## src/rtl/epd_tg_pkg.sv

```systemverilog
package epd_tg_pkg;
  typedef enum logic {
    SEQ_IDLE = 1'b0,
    SEQ_RUN  = 1'b1
  } seq_state_t;
endpackage

```

## src/rtl/epd_axis_cnt.sv

```systemverilog
module epd_axis_cnt #(
  parameter int W = 8
) (
  input  logic         clk,
  input  logic         rst_n,
  input  logic         clr,
  input  logic         step,
  input  logic [W-1:0] last_pos,
  output logic [W-1:0] pos,
  output logic         wrap
);
  assign wrap = (pos == last_pos);

  always_ff @(posedge clk or negedge rst_n) begin
    if (!rst_n)       pos <= '0;
    else if (clr)     pos <= '0;
    else if (step)    pos <= wrap ? '0 : pos + W'(1);
  end
endmodule

```

## src/rtl/epd_axis_decode.sv

```systemverilog
module epd_axis_decode #(
  parameter int W  = 8,
  parameter int IW = 6
) (
  input  logic          en,
  input  logic [W-1:0]  pos,
  input  logic [IW-1:0] sync_len,
  input  logic [IW-1:0] back_len,
  input  logic [IW-1:0] data_len,
  input  logic          flip,
  output logic          sync_o,
  output logic          act_o,
  output logic [W-1:0]  idx_o
);
  function automatic logic [W-1:0] widen(input logic [IW-1:0] v);
    return W'(v);
  endfunction

  function automatic logic [W-1:0] mirror(input logic [W-1:0] off,
                                          input logic [W-1:0] len,
                                          input logic dir);
    return dir ? (len - W'(1) - off) : off;
  endfunction

  logic [W-1:0] act_lo;
  logic [W-1:0] off;

  assign act_lo = widen(sync_len) + widen(back_len);
  assign off    = pos - act_lo;
  assign sync_o = en && (pos < widen(sync_len));
  assign act_o  = en && (pos >= act_lo) && (off < widen(data_len));
  assign idx_o  = act_o ? mirror(off, widen(data_len), flip) : '0;
endmodule

```

## src/rtl/epd_window.sv

```systemverilog
module epd_window #(
  parameter int W = 8
) (
  input  logic         en,
  input  logic [W-1:0] pos,
  input  logic [W-1:0] lo,
  input  logic [W-1:0] len,
  output logic         hit
);
  // subtract before comparing so lo+len never overflows
  assign hit = en && (pos >= lo) && ((pos - lo) < len);
endmodule

```

## src/rtl/epd_seq_ctrl.sv

```systemverilog
module epd_seq_ctrl
  import epd_tg_pkg::*;
#(
  parameter int FW = 8
) (
  input  logic          clk,
  input  logic          rst_n,
  input  logic          start,
  input  logic          line_wrap,
  input  logic          row_wrap,
  input  logic [FW-1:0] frame_last,
  output logic          run,
  output logic          launch,
  output logic [FW-1:0] frame_idx,
  output logic          frame_end,
  output logic          disp_end
);
  seq_state_t state_q;
  logic       start_q;

  assign run       = (state_q == SEQ_RUN);
  assign launch    = start && !start_q && !run;
  assign frame_end = run && line_wrap && row_wrap;
  assign disp_end  = frame_end && (frame_idx == frame_last);

  always_ff @(posedge clk or negedge rst_n) begin
    if (!rst_n) begin
      state_q   <= SEQ_IDLE;
      start_q   <= 1'b0;
      frame_idx <= '0;
    end else begin
      start_q <= start;
      if (launch) begin
        state_q   <= SEQ_RUN;
        frame_idx <= '0;
      end else if (disp_end) begin
        state_q <= SEQ_IDLE;
      end else if (frame_end) begin
        frame_idx <= frame_idx + FW'(1);
      end
    end
  end
endmodule

```

## src/rtl/epd_timing_gen.sv

```systemverilog
module epd_timing_gen #(
  parameter int H_W = 12,
  parameter int V_W = 11,
  parameter int FW  = 8,
  parameter int SDW = 10
) (
  input  logic           clk,
  input  logic           rst_n,
  input  logic           start,
  input  logic [FW-1:0]  frame_last,
  input  logic [H_W-1:0] h_sync_len,
  input  logic [H_W-1:0] h_back_len,
  input  logic [H_W-1:0] h_data_len,
  input  logic [H_W-1:0] h_end_len,
  input  logic [V_W-1:0] v_sync_len,
  input  logic [V_W-1:0] v_back_len,
  input  logic [V_W-1:0] v_data_len,
  input  logic [V_W-1:0] v_end_len,
  input  logic [H_W-1:0] gate_rise,
  input  logic [H_W-1:0] gate_len,
  input  logic [SDW-1:0] sde_width,
  input  logic [V_W-1:0] line_flag_num,
  input  logic           gate_dir,
  input  logic           src_dir,
  output logic           hsync,
  output logic           vsync,
  output logic           h_active,
  output logic           v_active,
  output logic           sde,
  output logic           gate_clk,
  output logic           line_flag,
  output logic [H_W+1:0] col_idx,
  output logic [V_W+1:0] row_idx,
  output logic [FW-1:0]  frame_idx,
  output logic           frame_end,
  output logic           disp_end
);
  // two spare bits hold the sum of four segments without overflow
  localparam int HC_W = H_W + 2;
  localparam int VC_W = V_W + 2;

  function automatic logic [HC_W-1:0] h_last_pos(input logic [H_W-1:0] a, b, c, d);
    return HC_W'(a) + HC_W'(b) + HC_W'(c) + HC_W'(d) - HC_W'(1);
  endfunction

  function automatic logic [VC_W-1:0] v_last_pos(input logic [V_W-1:0] a, b, c, d);
    return VC_W'(a) + VC_W'(b) + VC_W'(c) + VC_W'(d) - VC_W'(1);
  endfunction

  logic            seq_run;
  logic            seq_launch;
  logic [HC_W-1:0] hpos;
  logic [VC_W-1:0] vpos;
  logic            line_wrap;
  logic            row_wrap;
  logic [HC_W-1:0] h_lo;
  logic [HC_W-1:0] sde_len;

  epd_seq_ctrl #(.FW(FW)) u_seq (
    .clk        (clk),
    .rst_n      (rst_n),
    .start      (start),
    .line_wrap  (line_wrap),
    .row_wrap   (row_wrap),
    .frame_last (frame_last),
    .run        (seq_run),
    .launch     (seq_launch),
    .frame_idx  (frame_idx),
    .frame_end  (frame_end),
    .disp_end   (disp_end)
  );

  epd_axis_cnt #(.W(HC_W)) u_hcnt (
    .clk      (clk),
    .rst_n    (rst_n),
    .clr      (seq_launch),
    .step     (seq_run),
    .last_pos (h_last_pos(h_sync_len, h_back_len, h_data_len, h_end_len)),
    .pos      (hpos),
    .wrap     (line_wrap)
  );

  epd_axis_cnt #(.W(VC_W)) u_vcnt (
    .clk      (clk),
    .rst_n    (rst_n),
    .clr      (seq_launch),
    .step     (seq_run && line_wrap),
    .last_pos (v_last_pos(v_sync_len, v_back_len, v_data_len, v_end_len)),
    .pos      (vpos),
    .wrap     (row_wrap)
  );

  epd_axis_decode #(.W(HC_W), .IW(H_W)) u_hdec (
    .en       (seq_run),
    .pos      (hpos),
    .sync_len (h_sync_len),
    .back_len (h_back_len),
    .data_len (h_data_len),
    .flip     (src_dir),
    .sync_o   (hsync),
    .act_o    (h_active),
    .idx_o    (col_idx)
  );

  epd_axis_decode #(.W(VC_W), .IW(V_W)) u_vdec (
    .en       (seq_run),
    .pos      (vpos),
    .sync_len (v_sync_len),
    .back_len (v_back_len),
    .data_len (v_data_len),
    .flip     (gate_dir),
    .sync_o   (vsync),
    .act_o    (v_active),
    .idx_o    (row_idx)
  );

  assign h_lo    = HC_W'(h_sync_len) + HC_W'(h_back_len);
  assign sde_len = (sde_width == '0) ? HC_W'(h_data_len) : HC_W'(sde_width);

  epd_window #(.W(HC_W)) u_sde (
    .en  (v_active),
    .pos (hpos),
    .lo  (h_lo),
    .len (sde_len),
    .hit (sde)
  );

  epd_window #(.W(HC_W)) u_gate (
    .en  (seq_run),
    .pos (hpos),
    .lo  (HC_W'(gate_rise)),
    .len (HC_W'(gate_len)),
    .hit (gate_clk)
  );

  assign line_flag = seq_run && (hpos == '0) && (vpos == VC_W'(line_flag_num));
endmodule

```

## config.mk

```make
export PLATFORM = sky130hd
export DESIGN_NAME = epd_timing_gen
export DESIGN_NICKNAME = d
export VERILOG_FILES = /design/src/rtl/epd_tg_pkg.sv /design/src/rtl/epd_axis_cnt.sv /design/src/rtl/epd_axis_decode.sv /design/src/rtl/epd_window.sv /design/src/rtl/epd_seq_ctrl.sv /design/src/rtl/epd_timing_gen.sv
export SDC_FILE = /design/constraint.sdc
export NUM_CORES = 1
export LEC_CHECK = 0
export ABC_AREA = 1
export BUFFER_PORTS_ARGS = -buffer_cell sky130_fd_sc_hd__buf_2
export CAP_MARGIN = 20
export CORE_MARGIN = 4
export CORE_UTILIZATION = 35
export CTS_CLUSTER_DIAMETER = 120
export DETAILED_ROUTE_END_ITERATION = 8
export PLACE_DENSITY = 0.51
export SYNTH_ARGS = -nofsm -noshare
export SYNTH_HDL_FRONTEND = slang
export SYNTH_HIERARCHICAL = 1
export SYNTH_SLANG_ARGS = --single-unit
```

## constraint.sdc

```tcl
create_clock -name clk -period 9.87 [get_ports clk]
set_clock_uncertainty 0.05 [all_clocks]
set_input_delay 2.4675 -clock clk [delete_from_list [all_inputs] [get_ports clk]]
set_output_delay 2.4675 -clock clk [all_outputs]
set_load 0.005 [all_outputs]
```

==> reports/results.ini <==
[run_status]
status=finished, final reports clean

[timing]
hold_viol=0
drv_slew=0
finalSetupTns_ns=0
setup_viol=0
worst_slew_pin_slew_ns=0.9481
min_period_ns=9.272
max_slew_margin=0.3679
rsz0062_at_grt=false
period_share=0.9394
hold_slack_ns=0.5140
timing.fmax_mhz=107.9

[cells_and_area]
regArea_um2=925.9
multi_input_area_um2=12020
final_util=0.3980
instances_no_fill=3362
nets=3207
antenna_cells=0
fill_cells=4787
area_delta_synth_final_pct=12.27
drive_gt1_frac=0.1336

[power_and_ir_drop]
power_frac_seq=0.076
power_switching_uw=2557
power_density_nw_per_um2=246.3
p_leak_uw=0.01035
p_sw_frac=0.6055
power_frac_comb=0.877
internal_power_uw=1666
peakVddDrop_mv=0.1285
p_clk_frac=0.047

[route]
wirelength_um=50620
drcViolationCount=0
drtPass1Iterations=7
wl_per_cell_um=15.06
ant_nets=0
drt_iter0_drc=1008
vias_per_cell=4.759
vias=16000

[cts]
cts_sinks=37
cts_max_level=2
postCtsHoldBufs=0
cts_setup_buffers=0
clkLatencyLatePin_ns=0.30
cts_tree=done
clk_pin_slew_worst_paths_ns=0.06
cts_buffer_depth=2
ctsRootBufferMaster=clkbuf_16
cts_resized=0
numCtsBuffers=5

[yosys]
yosys.cell_count.top_type=nand2_1
synth_top_area_frac=0.1958
synth_top_flop_cell=dfrtp_1
synth-seq-cells=37
async_reset_ff_frac=1.000
ys_seq_area_frac=0.06064
syn_area_per_cell_um2=5.935
synth_area_leader_cell=ha_1
yosys_warnings=6
synthTopCellsByArea=ha_1 20%, nand2_1 18%, inv_1 14%, dfrtp_1 6.1%, nand3_1 5.9%
netlist_instances=2573
synth_cell_type_count=53
yosys-top-cells-count=748 x nand2_1, 567 x inv_1, 239 x ha_1
syn-cell-area_um2=15270
synth-edff-count=0

[grt]
grt-ovfl-total=0
grt_pass1_vias=15340
grt_pass1_wl_um=80540
track_usage=0.2105
grt_max_degree=38
antenna_found_initial=3

[worst_hold_path]
hold_class=reg2reg
min_path_cells=2

[critical_path]
crit_top_cell=nand2_1
cp-start-kind=primary input
max_stage_delay_ns=0.45
end_kind=output port
path_max_fanout=15
worstPathArrival_ns=6.75
reg2reg_depth=16
cp_data_required_time_ns=7.35
cp_cell_sequence=buf_2 > ha_1 > inv_1 > fa_1 > o21ai_0 > nand2_1 > nand2_1 > nand3_1 > nand2_1 > or2_2 > nand2_1 > ha_1 > nand2_1 > nor2_1 > nand4_1 > nand4_1 > nand2_1 > ha_1 > a211oi_1 > nand4_4 > nor2_1 > buf_2
cp_slowest_cell=nand4_4
path_class=in2out

[floorplanning]
dieArea_um2=47030
die_w_um=216.9
start_util=0.3545
io_pins=194
row_count=76
die_h_um=216.9
core_um2=43080

[placed_design]
dp_cells=3354
io_buffer_count=193
place.gp.congestion=0.9466
hpwl_um=44760

[run]
drv_cap=0

## flip-flops by register name (all words and copies together), names as in the netlist
register,count
u_seq/start_q,1
u_vcnt/pos,13
u_seq/run,1
u_hcnt/pos,14
u_seq/frame_idx,8
## logic make-up after synthesis
logic type | count (synthesis) | synth area share
adder cells (fa/ha/maj) | 281 | 0.2509
buffers and inverters | 611 | 0.1536
AND/OR/NAND/NOR | 1319 | 0.3874
other | 1 | 0.0002456
XOR/XNOR | 114 | 0.06539
flip-flops | 37 | 0.06064
AO/OA/AOI/OAI | 210 | 0.08178
## routing by layer
layer	routed length, um	share of wire	track usage
met1	23510	0.46	0.2843
met2	23980	0.47	0.3733
met3	2174	0.043	0.01326
met4	948	0.019	0.04198
met5	13	0.00026	0
## power groups by stage
stage | clock (uW) | sequential (uW) | combinational (uW)
2_1_floorplan | 0 | 277 | 2780
3_3_place_gp | 0 | 328 | 3650
3_5_place_dp | 0 | 327 | 3690
4_1_cts | 205 | 324 | 3710
5_1_grt | 207 | 328 | 4250
6_report | 198 | 321 | 3700
## worst max-delay path, delay by kind of cell
kind                     cells  cell delay [ns]
adder cells (fa/ha/maj)      4             1.29
AND/OR/NAND/NOR             13             1.98
AO/OA/AOI/OAI                2             0.72
buffers and inverters        3             0.29
## stage by stage
stage	power, uW	worst slack (ns)	cell area, um2
6_report	4222	0.5985	17140
5_1_grt	4788	0.2336	17140
4_1_cts	4241	0.6343	17140
3_5_place_dp	4017	0.6313	16970
3_3_place_gp	3982	0.6669	16970
2_1_floorplan	3060	1.381	15290
## placed cells by master, fill, tap and decap left out, types with 6 or more instances in the layout
master / instances
o21ai_0: 37
inv_1: 567
nor2_4: 16
a21oi_1: 105
nand3_2: 12
nand2_4: 7
buf_4: 10
nand4_1: 52
xor2_1: 85
ha_1: 239
nor3_1: 17
dfrtp_1: 37
o21ai_2: 10
a21o_1: 6
fa_1: 42
nor2_2: 25
conb_1: 7
nor2_1: 202
inv_2: 27
o21bai_1: 10
nand2_1: 748
and2_1: 7
buf_2: 193
a21oi_2: 20
xnor2_1: 29
nand3_1: 181
nand2_2: 23
## final timing paths
| check | start | to | slack [ns] |
|---|---|---|---|
| worst max-delay path | h_sync_len[0] | col_idx[13] | 0.60 |
| worst min-delay path | u_seq/frame_idx[7] | u_seq/frame_idx[7] | 0.51 |
| worst max register to register | u_hcnt/pos[0] | u_vcnt/pos[8] | 7.10 |
| worst min register to register | u_seq/frame_idx[7] | u_seq/frame_idx[7] | 0.51 |
| max in group asynchronous | rst_n | u_vcnt/pos[8] | 6.90 |
| min in group asynchronous | rst_n | u_seq/frame_idx[5] | 2.27 |
## area by class of cell
class | instances | area share
multi-input cells | 1931 | 0.7012
inverters | 598 | 0.1311
repair buffers | 203 | 0.06073
flip-flops and latches | 37 | 0.05401
well taps | 585 | 0.04270
clock buffers | 6 | 0.008102
clock inverters | 2 | 0.002190
(Power assumes the default switching activity.)
